`src/rtl/vlr_pkg.sv`:
```
package vlr_pkg;
  localparam int COORD_W   = 11;
  localparam int BRIGHT_W  = 2;
  localparam int ZRUN_SYNC = 4;

  typedef enum logic [1:0] {
    PH_B0 = 2'd0,
    PH_B1 = 2'd1,
    PH_B2 = 2'd2
  } phase_e;

  typedef struct packed {
    logic [BRIGHT_W-1:0] bright;
    logic [COORD_W-1:0]  x;
    logic [COORD_W-1:0]  y;
  } vec_rec_t;
endpackage

```
`src/rtl/vlr_byte_align.sv`:
```
module vlr_byte_align
  import vlr_pkg::*;
#(
  parameter int SYNC_RUN = ZRUN_SYNC
) (
  input  logic     clk,
  input  logic     rst_n,
  input  logic     in_valid,
  input  logic [7:0] in_byte,
  output logic     rec_valid,
  output vec_rec_t rec_word,
  output logic     resync
);
  localparam int ZW = $clog2(SYNC_RUN + 1);
  localparam logic [ZW-1:0] ZMAX = ZW'(SYNC_RUN);

  phase_e        phase_q, phase_d;
  logic [7:0]    hi_q, hi_d, mid_q, mid_d;
  logic [ZW-1:0] zrun_q, zrun_d;
  logic          zero_byte;

  always_comb begin
    zero_byte = (in_byte == 8'h00);
    phase_d   = phase_q;
    hi_d      = hi_q;
    mid_d     = mid_q;
    zrun_d    = zrun_q;
    rec_valid = 1'b0;
    resync    = 1'b0;
    rec_word  = {hi_q, mid_q, in_byte};
    if (in_valid) begin
      if (!zero_byte)          zrun_d = '0;
      else if (zrun_q != ZMAX) zrun_d = zrun_q + 1'b1;
      if (zero_byte && zrun_d == ZMAX) begin
        resync  = 1'b1;
        phase_d = PH_B0;
      end else begin
        unique case (phase_q)
          PH_B0: begin hi_d  = in_byte; phase_d = PH_B1; end
          PH_B1: begin mid_d = in_byte; phase_d = PH_B2; end
          default: begin rec_valid = 1'b1; phase_d = PH_B0; end
        endcase
      end
    end
  end

  always_ff @(posedge clk or negedge rst_n) begin
    if (!rst_n) begin
      phase_q <= PH_B0;
      hi_q    <= '0;
      mid_q   <= '0;
      zrun_q  <= '0;
    end else if (in_valid) begin
      phase_q <= phase_d;
      hi_q    <= hi_d;
      mid_q   <= mid_d;
      zrun_q  <= zrun_d;
    end
  end

  a_r1_phase_legal: assert property (@(posedge clk) disable iff (!rst_n)
    logic'(phase_q != PH_B0) |-> (phase_q == PH_B1 || phase_q == PH_B2));
  a_r5_run_bounded: assert property (@(posedge clk) disable iff (!rst_n)
    zrun_q <= ZMAX);
  a_r5_realign: assert property (@(posedge clk) disable iff (!rst_n)
    resync |=> (phase_q == PH_B0) && (zrun_q == ZMAX));
  a_r8_idle_hold: assert property (@(posedge clk) disable iff (!rst_n)
    !in_valid |=> $stable(phase_q) && $stable(zrun_q));
endmodule

```
`src/rtl/vlr_list_writer.sv`:
```
module vlr_list_writer
  import vlr_pkg::*;
#(
  parameter int DEPTH = 1024
) (
  input  logic                         clk,
  input  logic                         rst_n,
  input  logic                         rec_valid,
  input  vec_rec_t                     rec_word,
  input  logic                         resync,
  output logic                         wr_en,
  output logic [$clog2(DEPTH):0]       wr_addr,
  output logic [COORD_W-1:0]           wr_x,
  output logic [COORD_W-1:0]           wr_y,
  output logic [BRIGHT_W-1:0]          wr_bright,
  output logic                         frame_done,
  output logic [$clog2(DEPTH+1)-1:0]   vec_count,
  output logic                         rd_bank,
  output logic                         overflow
);
  localparam int IDX_W = $clog2(DEPTH);
  localparam int CNT_W = $clog2(DEPTH + 1);
  localparam logic [CNT_W-1:0] FULL = CNT_W'(DEPTH);

  logic             bank_q, bank_d;
  logic [CNT_W-1:0] fill_q, fill_d;
  logic [CNT_W-1:0] cnt_q, cnt_d;
  logic             ovf_q, ovf_d;
  logic             is_vec, is_term, has_room, upd_en;

  always_comb begin
    is_vec     = rec_valid && (rec_word.bright != '0);
    is_term    = resync || (rec_valid && (rec_word.bright == '0));
    has_room   = (fill_q < FULL);
    wr_en      = is_vec && has_room;
    frame_done = is_term && (fill_q != '0);
    upd_en     = rec_valid || resync;
    bank_d = bank_q;
    fill_d = fill_q;
    cnt_d  = cnt_q;
    ovf_d  = ovf_q;
    if (frame_done) begin
      bank_d = ~bank_q;
      fill_d = '0;
      cnt_d  = fill_q;
      ovf_d  = 1'b0;
    end else begin
      if (wr_en)               fill_d = fill_q + 1'b1;
      if (is_vec && !has_room) ovf_d  = 1'b1;
    end
  end

  always_ff @(posedge clk or negedge rst_n) begin
    if (!rst_n) begin
      bank_q <= 1'b0;
      fill_q <= '0;
      cnt_q  <= '0;
      ovf_q  <= 1'b0;
    end else if (upd_en) begin
      bank_q <= bank_d;
      fill_q <= fill_d;
      cnt_q  <= cnt_d;
      ovf_q  <= ovf_d;
    end
  end

  assign wr_addr   = {bank_q, fill_q[IDX_W-1:0]};
  assign wr_x      = rec_word.x;
  assign wr_y      = rec_word.y;
  assign wr_bright = rec_word.bright;
  assign vec_count = cnt_q;
  assign rd_bank   = ~bank_q;
  assign overflow  = ovf_q;

  a_r2_index_step: assert property (@(posedge clk) disable iff (!rst_n)
    wr_en |=> fill_q == $past(fill_q) + 1'b1);
  a_r3_handover: assert property (@(posedge clk) disable iff (!rst_n)
    frame_done |=> (rd_bank != $past(rd_bank)) && (fill_q == '0) && (cnt_q == $past(fill_q)));
  a_r4_empty_hold: assert property (@(posedge clk) disable iff (!rst_n)
    (resync && fill_q == '0) |=> $stable(bank_q) && $stable(cnt_q));
  a_r6_set_when_full: assert property (@(posedge clk) disable iff (!rst_n)
    $rose(ovf_q) |-> $past(fill_q) == FULL);
  a_r6_clear_on_done: assert property (@(posedge clk) disable iff (!rst_n)
    frame_done |=> !ovf_q);
endmodule

```
`src/rtl/vec_list_rx.sv`:
```
module vec_list_rx
  import vlr_pkg::*;
#(
  parameter int DEPTH = 1024
) (
  input  logic                       clk,
  input  logic                       rst_n,
  input  logic                       in_valid,
  input  logic [7:0]                 in_byte,
  output logic                       wr_en,
  output logic [$clog2(DEPTH):0]     wr_addr,
  output logic [COORD_W-1:0]         wr_x,
  output logic [COORD_W-1:0]         wr_y,
  output logic [BRIGHT_W-1:0]        wr_bright,
  output logic                       frame_done,
  output logic [$clog2(DEPTH+1)-1:0] vec_count,
  output logic                       rd_bank,
  output logic                       overflow
);
  logic     rec_valid, resync;
  vec_rec_t rec_word;

  vlr_byte_align #(.SYNC_RUN(ZRUN_SYNC)) u_align (
    .clk(clk), .rst_n(rst_n), .in_valid(in_valid), .in_byte(in_byte),
    .rec_valid(rec_valid), .rec_word(rec_word), .resync(resync)
  );

  vlr_list_writer #(.DEPTH(DEPTH)) u_writer (
    .clk(clk), .rst_n(rst_n), .rec_valid(rec_valid), .rec_word(rec_word),
    .resync(resync), .wr_en(wr_en), .wr_addr(wr_addr), .wr_x(wr_x),
    .wr_y(wr_y), .wr_bright(wr_bright), .frame_done(frame_done),
    .vec_count(vec_count), .rd_bank(rd_bank), .overflow(overflow)
  );

  a_r3_no_write_on_done: assert property (@(posedge clk) disable iff (!rst_n)
    frame_done |-> !wr_en);
endmodule

```
`config.mk`:
```
export PLATFORM = sky130hd
export DESIGN_NAME = vec_list_rx
export DESIGN_NICKNAME = d
export VERILOG_FILES = /design/src/rtl/vlr_pkg.sv /design/src/rtl/vlr_byte_align.sv /design/src/rtl/vlr_list_writer.sv /design/src/rtl/vec_list_rx.sv
export SDC_FILE = /design/constraint.sdc
export NUM_CORES = 1
export LEC_CHECK = 0
export ABC_AREA = 1
export BUFFER_PORTS_ARGS = -buffer_cell sky130_fd_sc_hd__buf_2
export CORE_MARGIN = 2
export CORE_UTILIZATION = 45
export CTS_CLUSTER_SIZE = 28
export DETAILED_ROUTE_END_ITERATION = 12
export PLACE_DENSITY_LB_ADDON = 0.05
export RECOVER_POWER = 100
export SLEW_MARGIN = 5
export SYNTH_ARGS = -nofsm -noshare
export SYNTH_HDL_FRONTEND = slang
export SYNTH_SLANG_ARGS = --single-unit
export TNS_END_PERCENT = 100
```
`constraint.sdc`:
```
create_clock -name clk -period 1.65 [get_ports clk]
set_input_delay 0.0825 -clock clk [delete_from_list [all_inputs] [get_ports clk]]
set_output_delay 0.0825 -clock clk [all_outputs]
set_load 0.05 [all_outputs]
```
Yosys cells after proc, flatten, opt, wreduce, memory -nomap -nowiden:

Index checks and enable logic that the tools add are counted.

* input port bits: 11
* output and inout bits: 50
* logic and storage cells: 52
* register bits after elaboration: 45

* reductions and logical operators: 22
* multiplexer cells: 14
* equal/unequal tests: 3
* add/subtract/negate cells: 2
* bitwise logic cells: 2
* magnitude comparators: 1

Operators by type and width (count)
* $mux 11: 2
* $add 11x1->11 const B: 1
* $lt 11x11->1 const B: 1
* $reduce_bool 11->1: 1
* $mux 3: 3
* $logic_not 8->1: 1
* $mux 1: 7
* $logic_and 1x1->1: 6
* $reduce_and 2->1: 3
* $reduce_and 3->1: 2
* $reduce_bool 2->1: 3
* $logic_not 2->1: 2
* $pmux 2 s2: 1
* $add 3x1->3 const B: 1
* $eq 3x3->1 const B: 1
* $ne 3x3->1 const B: 1
* $eq 2x1->1 const B: 1
* $logic_or 1x1->1: 2
* $mux 2: 1
* $not 1->1: 2
* $reduce_or 2->1: 1
* $logic_not 1->1: 1

Logic depth before layout (Yosys ltp):

Gate-level depths: netlist (run 1).

* depth after elaboration: 13
* mapped depth: 12
* mapped depth without buffers: 12

By module:

A second synthesis (run 1) with hierarchy kept.

* cells, all modules: 310
* area, all modules: 2531.2 µm²

By module, submodules not included
* vlr_list_writer: seq. area each 600.6 µm², times used 1, cells an instance 188, area an instance 1470.2 µm²
* vlr_byte_align: seq. area each 525.5 µm², times used 1, cells an instance 122, area an instance 1061.0 µm²

Least setup slack after synthesis (run 1):

Ideal clock, no wire load.

* kind: register to register
* start point: reg u_align.zrun_q[0]
* end point: reg u_writer.ovf_q (netlist: u_writer.overflow)
* arrival time: 1738 ps
* period minus slack after synthesis: 1878 ps
* stages on the path, launching flop included: 12
* path slack: -228 ps
* buffers on the path: 0
* required time: 1509 ps
* library setup time: 141 ps
* cell sequence: dfrtp_1 -> inv_1 -> ha_1 -> nand2_1 -> nand2_1 -> nand2_2 -> nor2_4 -> nand3_4 -> a21oi_4 -> nand3_4 -> inv_1 -> nor2_1

* word-level cells in the longest chain between the ends: 13
* elaborated cells on any way between the ends: 20
* those cells by class: add/sub (1); eq/ne (2); mux (8); reduce/logical (9)

Ends and longest elaborated chain
* start, declared: RTL line vlr_byte_align.sv:19 `logic [ZW-1:0] zrun_q, zrun_d;`
* start signal, assigned: RTL line vlr_byte_align.sv:57 `zrun_q <= zrun_d;`
* $add 3x1->3 or $ne 3x3->1 (tied branches): RTL line vlr_byte_align.sv:33 `else if (zrun_q != ZMAX) zrun_d = zrun_q + 1'b1;`
* $mux 3 *: RTL line vlr_byte_align.sv:33
* $mux 3 *: RTL line vlr_byte_align.sv:32 `if (!zero_byte) zrun_d = '0;`
* $mux 3 *: RTL line vlr_byte_align.sv:31 `if (in_valid) begin`
* $eq 3x3->1 *: RTL line vlr_byte_align.sv:34 `if (zero_byte && zrun_d == ZMAX) begin`
* $logic_and 1x1->1 *: RTL line vlr_byte_align.sv:34
* $mux 1: RTL line vlr_byte_align.sv:34
* $mux 1: RTL line vlr_byte_align.sv:31
* $logic_and 1x1->1: RTL line vlr_list_writer.sv:33 `is_term = resync || (rec_valid && (rec_word.bright == '0));`
* $logic_or 1x1->1 *: RTL line vlr_list_writer.sv:33
* $logic_and 1x1->1 *: RTL line vlr_list_writer.sv:36 `frame_done = is_term && (fill_q != '0);`
* named net frame_done: RTL line vec_list_rx.sv:15 `output logic frame_done,`
* $reduce_bool 2->1 (no source line)
* $reduce_and 2->1 (no source line)
* end signal, assigned: RTL line vlr_list_writer.sv:63 `ovf_q <= ovf_d;`
* end, declared: RTL line vlr_list_writer.sv:28 `logic ovf_q, ovf_d;`

The timed path passes the listed nets; every way through them passes the cells marked *. The select of a mux whose other input is x is not followed.
A chain may end at the register's enable or synchronous reset.

Final worst setup path (run 1):

* start point: reg u_align.zrun_q[0]
* end point: out frame_done

* word-level cells in the longest chain between the ends: 11
* elaborated cells on any way between the ends: 14
* those cells by class: add/sub (1); eq/ne (2); mux (7); reduce/logical (4)

Ends and longest elaborated chain (RTL line)
* $add 3x1->3 or $ne 3x3->1 (tied branches): vlr_byte_align.sv:33
* $mux 3 *: vlr_byte_align.sv:33
* $mux 3 *: vlr_byte_align.sv:32
* $mux 3 *: vlr_byte_align.sv:31
* $eq 3x3->1 *: vlr_byte_align.sv:34
* $logic_and 1x1->1 *: vlr_byte_align.sv:34
* $mux 1: vlr_byte_align.sv:34
* $mux 1: vlr_byte_align.sv:31
* $logic_and 1x1->1: vlr_list_writer.sv:33
* $logic_or 1x1->1 *: vlr_list_writer.sv:33
* $logic_and 1x1->1 *: vlr_list_writer.sv:36
* end, declared: vec_list_rx.sv:15

Every way passes the cells marked *; elsewhere a longest branch is shown, timed or not. The select of a mux whose other input is x is not followed.

==> qor.csv, run 1 <==
stage,metric,value,unit
yosys,Synth Area in Adders,2.07,%
yosys,ys flop type,dfrtp_1,
placed_design,dpl cells,416,
yosys,warnings from Yosys,0,
floorplan,num ports,61,
job,# Max-Cap Violations,0,
worst_setup_path,startpoint types,flop,
yosys,Synth Register Bits,45,
route,Post-DRT Antenna Nets,0,
route,vias per inst,4.75,
worst_setup_path,Worst EP arrival,1850,ps
yosys,mux cell area share after synthesis,0,%
yosys,"FFs w/ async S/R, synth",100,%
floorplan,DIE AREA,0.00599,sq mm
worst_setup_path,R2R cell count,13,
global_route,largest net degree at the start of global routing,29,
floorplan,row cnt,26,
yosys,post-synthesis xor/xnor area fraction,2.53,%
final_layout,P&R area growth vs syn,29.9,%
outcome,violated checks,negative setup slack,
route,WL/cell,12.3,um
worst_hold_path,Hold Path Class,in -> reg,
clocking,CTS max path bufs,2,
sta,Fmax,0.517,GHz
final_layout,"commonest cells after routing, fill and taps aside","nand2_1, buf_2, dfrtp_1, nand3_1, buf_4",
sta,min cycle time layout,1930,ps
global_route,first-pass GRT wire length,8960,um
yosys,"Seq/Total Area, Yosys",46.5,%
worst_setup_path,Worst setup EP type,primary output,
yosys,simple-gate area share of the yosys netlist,29.3,%
floorplan,Initial Utilization,47.1,%
yosys,Mean Syn Cell Area,8.53,sq um
global_route,vias in the first global route,1850,
final_layout,final std cells w/o fill,431,
placed_design,final HPWL from detailed placement,3850,um
sta,final period utilization,117,%
final_layout,fillers,506,
final_layout,layout cells sized above 1,38.5,%
yosys,Compound-Gate Fraction of Synth Area,5.94,%
floorplan,die width,77.4,um
power,worst vdd ir,1110,uV
yosys,cell count after synthesis,284,
route,DR iter-0 viols,123,
global_route,antenna violations before repair,0,
outcome,outcome,finished with violations,
sta,RSZ-0062 raised after global routing,true,
route,DRC errors left,0,
route,vias post-DR,2047,
clocking,CTS tree,yes,
power,Tot Pwr,0.00470,W
power,leakage,1.71,nW
clocking,htree depth,2,
clocking,clock slew at reported path FFs,80,ps
sta,Fin Clk Skew,3.32,ps
sta,Final Hold Viols,0,
final_layout,"commonest non-fill, non-tap cell in the layout",nand2_1,
sta,Final setup viols,43,
floorplan,core area,0.00514,sq mm
clocking,worst skew pair latency,300,ps
worst_setup_path,Worst R2R Start,u_align.zrun_q[0],
worst_setup_path,critical path peak fanout,3,
sta,Slew @ Worst Pin,969,ps
sta,Slew HR,35.4,%
final_layout,ant diodes,0,
sta,"Slew Viols, Final",0,
clocking,Inserted Clock Buffers,5,
yosys,Post-synth EDFFs,0,
yosys,post-synthesis cell type count,27,
power,pwr/cell area,1490,mW/mm^2
clocking,CTS Sinks,45,
route,drt first pass iters,4,
worst_hold_path,Hold Startpoint,in_byte[0],
worst_setup_path,Critical Path Source,u_align.zrun_q[0],
clocking,Root Buffer,clkbuf_8,
yosys,main combinational cell family by area after synthesis,simple AND/OR/NAND/NOR gates,
placed_design,GPL Wtd Cong,0.820,
placed_design,IO buf count,60,
sta,final worst slack,-283,ps
global_route,Tot GR Track Use,18.7,%
yosys,syn_nets,299,
floorplan,die height,77.4,um
route,final wirelength,5310,um
global_route,GR Overflow Total,0,
final_layout,Final #Nets,375,
worst_setup_path,Crit Path Category,reg -> out,
worst_hold_path,worst hold stages,3,
yosys,post-synthesis cell area,0.00242,sq mm
worst_setup_path,Critical Path RT,1570,ps
## repair_timing
action	CTS	global route
buffers inserted	4	4
resized for setup	15	14
cloned	0	2
hold buffers	1	0
endpoints found under the setup margin	34	44
pin swaps	3	8
endpoints found under the hold margin	17	0
## logic make-up after synthesis
family                     Yosys count
and+or+nand+nor                    149
buffers and inverters               60
DFF                                 45
AOI/OAI and AO/OA                   19
xor gates and xnor gates             7
adders and majority gates            4
## worst max-delay path, stage by stage (launching register included)
cell and delay, ps:
dfrtp_1 420, inv_2 90, ha_4 170, nand2_4 60
nand2_4 70, nand2_4 50, nor2_4 100, nand3_4 90
a21oi_4 150, nand3_4 100, clkinvlp_4 100, buf_8 140
## synth_stat cells, types with 2 or more instances
library cell,count,share of area (%)
nand3_4,2,1.4
o21ai_2,10,3.6
nand3_1,28,5.8
o21ai_0,6,1.2
xor2_1,6,2.2
clkbuf_1,2,0.31
nor3_1,3,0.62
nand4_1,4,1.0
buf_6,4,1.9
dfrtp_1,45,46
nand2_2,10,2.6
ha_1,4,2.1
nand2_1,85,13
buf_4,20,6.2
nor2_1,10,1.5
nand3_2,2,0.83
inv_1,32,5.0
nor2_4,2,0.93
## report_power, final
part,internal (W),total (W),switching [W],leakage [nW]
registers,0.00138,0.00155,0.000166,0.594
clock network,0.000378,0.000739,0.000361,0.0542
logic,0.000671,0.00242,0.00175,1.06
total,0.00243,0.00470,0.00227,1.71
## registers in the layout, summed over array words and instances, names as in the netlist
signal / count
u_writer.fill_q: 11
u_writer.vec_count: 11
u_align.hi_q: 8
u_align.mid_q: 8
u_align.zrun_q: 3
u_align.phase_q: 2
u_writer.bank_q: 1
u_writer.overflow: 1
## cell type report
cell class              count  area (sq um)  share of cell area (%)
multi-input cells         179          1050                    33.4
clock buffers               7          96.3                    3.06
inverters                  33           128                    4.06
repair buffers             96           654                    20.8
well taps                  70          87.6                    2.78
flip-flops and latches     45          1130                    35.8
clock inverters             1          5.00                   0.159
## through the flow
stage	instance area (sq um)	util (%)	setup slack, ps	TNS (ps)	hold WS [ps]
floorplan	2440	-	-45.0	-109	-213
global placement	2880	56.0	-72.2	-1350	48.8
detailed placement	2880	56.0	-115	-2610	47.4
CTS	3050	59.3	-258	-5750	22.0
global route	3150	61.2	-378	-12540	34.3
finish	3150	61.2	-283	-6140	25.9
## path summary, 6_finish.rpt
| check | slack, ps | to |
|---|---|---|
| worst max-delay path | -280 | frame_done |
| min in group asynchronous | 450 | u_align.mid_q[1] |
| worst min register to register | 470 | u_align.mid_q[4] |
| max in group asynchronous | 180 | u_writer.fill_q[3] |
| worst max register to register | -200 | u_writer.fill_q[7] |
| worst min-delay path | 30 | u_align.hi_q[0] |
## metal layers
| metal | track usage [%] | share of wire (%) |
|---|---|---|
| met1 | 27.3 | 47 |
| met2 | 27.8 | 46 |
| met3 | 4.19 | 5.3 |
| met4 | 5.89 | 1.4 |
| met5 | 0 | 0 |
(Power assumes the default switching activity.)
==> run 2, diff against run 1 <==
--- a/config.mk
+++ b/config.mk
@@ -8,7 +8,7 @@
 export ABC_AREA = 1
 export BUFFER_PORTS_ARGS = -buffer_cell sky130_fd_sc_hd__buf_2
 export CORE_MARGIN = 2
-export CORE_UTILIZATION = 45
+export CORE_UTILIZATION = 40
 export CTS_CLUSTER_SIZE = 28
 export DETAILED_ROUTE_END_ITERATION = 12
 export PLACE_DENSITY_LB_ADDON = 0.05
==> run 2 against run 1 <==
Against the previous run:
- the run still ends with negative setup slack left
- largest cell class unchanged
- total power shrank 1.9%
- via count decreased by 3.4%
- worst setup slack worse by 7.2 ps
==> qor.csv, run 2 (synthesis results as in run 1) <==
stage,metric,value,unit
global_route,largest net degree at the start of global routing,26,
outcome,outcome,finished with violations,
route,DRC errors left,0,
route,final wirelength,5660,um
sta,setup TNS,-7110,ps
floorplan,row cnt,28,
global_route,vias in the first global route,1914,
final_layout,fin area,0.00305,sq mm
floorplan,die height,81.8,um
worst_setup_path,startpoint types,flop,
sta,"Slew Viols, Final",0,
final_layout,P&R area growth vs syn,26.0,%
sta,final period utilization,118,%
route,drt first pass iters,4,
sta,hold slack final,17.0,ps
outcome,violated checks,negative setup slack,
clocking,htree depth,2,
route,vias per inst,4.57,
sta,Slew HR,19.6,%
floorplan,core area,0.00589,sq mm
power,leakage,1.53,nW
sta,Fin Clk Skew,9.04,ps
global_route,antenna violations before repair,0,
worst_setup_path,Worst R2R Start,u_align.zrun_q[0],
worst_hold_path,Hold Path Class,in -> reg,
final_layout,ant diodes,0,
final_layout,"commonest non-fill, non-tap cell in the layout",nand2_1,
placed_design,IO buf count,60,
job,# Max-Cap Violations,0,
route,vias post-DR,1977,
final_layout,layout cells sized above 1,24.9,%
clocking,clock slew at reported path FFs,90,ps
clocking,worst skew pair latency,300,ps
clocking,Inserted Clock Buffers,5,
floorplan,num ports,61,
global_route,GR Overflow Total,0,
worst_setup_path,Worst R2R End,u_writer.vec_count[9],
clocking,CTS max path bufs,2,
sta,Final setup viols,35,
worst_setup_path,Worst setup EP type,flop,
route,DR iter-0 viols,89,
final_layout,Final #Nets,372,
worst_setup_path,Crit Path Category,reg -> reg,
sta,Slew @ Worst Pin,1210,ps
power,pwr/cell area,1510,mW/mm^2
placed_design,placed inst area,0.00288,sq mm
floorplan,die width,81.8,um
global_route,first-pass GRT wire length,9310,um
placed_design,dpl cells,417,
route,Post-DRT Antenna Nets,0,
sta,Final Hold Viols,0,
worst_setup_path,R2R cell count,13,
placed_design,final HPWL from detailed placement,3980,um
worst_setup_path,Critical Path Source,u_align.zrun_q[0],
worst_setup_path,Worst EP arrival,2140,ps
worst_setup_path,Reg2Reg Setup Slack,-290,ps
sta,min cycle time layout,1940,ps
worst_setup_path,Critical Path RT,1850,ps
floorplan,Initial Utilization,41.2,%
final_layout,final std cells w/o fill,433,
power,Tot Pwr,0.00461,W
placed_design,GPL Wtd Cong,0.795,
sta,RSZ-0062 raised after global routing,true,
route,WL/cell,13.1,um
worst_setup_path,critical path peak fanout,6,
clocking,Root Buffer,clkbuf_8,
sta,Fmax,0.515,GHz
worst_setup_path,CP Capture Point,u_writer.vec_count[9],
clocking,CTS Sinks,45,
power,worst vdd ir,973,uV
final_layout,"commonest cells after routing, fill and taps aside","nand2_1, clkbuf_1, dfrtp_1, inv_1, nand3_1",
clocking,CTS tree,yes,
global_route,Tot GR Track Use,18.4,%
floorplan,DIE AREA,0.00669,sq mm
sta,final worst slack,-290,ps
run 2: changes by cell type in the layout (fill, tap and decap cells not counted), sizes merged:
cell and change:
buf -40, bufbuf +1, clkbuf +34, clkinv -1, clkinvlp +3
run 2: worst min-delay path by stage:
| stage | from | endpoint | slack (ps) | cells after the start |
|---|---|---|---|---|
| global placement | rst_n | u_align.mid_q[1] | 80 | 1 |
| global route | in_byte[0] | u_align.mid_q[0] | 20 | 3 |
| detailed placement | rst_n | u_align.mid_q[1] | 90 | 1 |
| finish | in_byte[0] | u_align.mid_q[0] | 20 | 3 |
| floorplan | rst_n | u_align.hi_q[0] | -210 | 0 |
| CTS | in_byte[6] | u_align.mid_q[6] | 7 | 3 |
run 2: timing repair:
item / 4_1_cts / 5_1_grt
cloned: 3 / 0
hold endpoints to repair: 20 / 0
hold buffers: 1 / 0
buffers inserted: 3 / 1
endpoints found under the setup margin: 35 / 44
pin swaps: 2 / 3
gates resized for setup: 14 / 4
run 2: stage by stage:
step,setup slack (ps),util (%)
6_report,-290,51.9
5_1_grt,-421,51.9
4_1_cts,-312,52.7
3_5_place_dp,-155,48.9
3_3_place_gp,-165,48.9
2_1_floorplan,-45.0,-
run 2: routing by layer:
metal / global-route usage (%) / up-vias / share of wire, %
li1: - / 1018 / -
met1: 26.7 / 914 / 51
met5: 0 / - / 0
met3: 3.96 / 8 / 3.7
met4: 5.67 / 0 / 1.7
met2: 27.6 / 37 / 44
run 2: power breakdown:
| group | switching [W] | internal [W] |
|---|---|---|
| sequential | 0.000179 | 0.00138 |
| clock | 0.000401 | 0.000299 |
| combinational | 0.00175 | 0.000608 |
| total | 0.00233 | 0.00229 |
run 2: area by class of cell:
type                            instances  area, sq um
Multi-Input combinational cell        179          995
Clock inverter                          2         15.0
Fill cell                             626         2830
Timing Repair inverter                  1         7.51
Inverter                               33          128
Timing Repair Buffer                   92          616
Clock buffer                            6         72.6
Sequential cell                        45         1130
Tap cell                               75         93.8
run 2: worst max-delay path, stage by stage, from the launching register on:
cell and delay [ps]:
dfrtp_1 420, inv_2 90, ha_4 140, nand2_2 60
nand2_2 60, nand2_2 60, nor2_4 110, nand3_4 100
a21oi_4 160, nand3_4 110, buf_6 160, bufbuf_16 270
nand2_2 50, o21ai_2 50
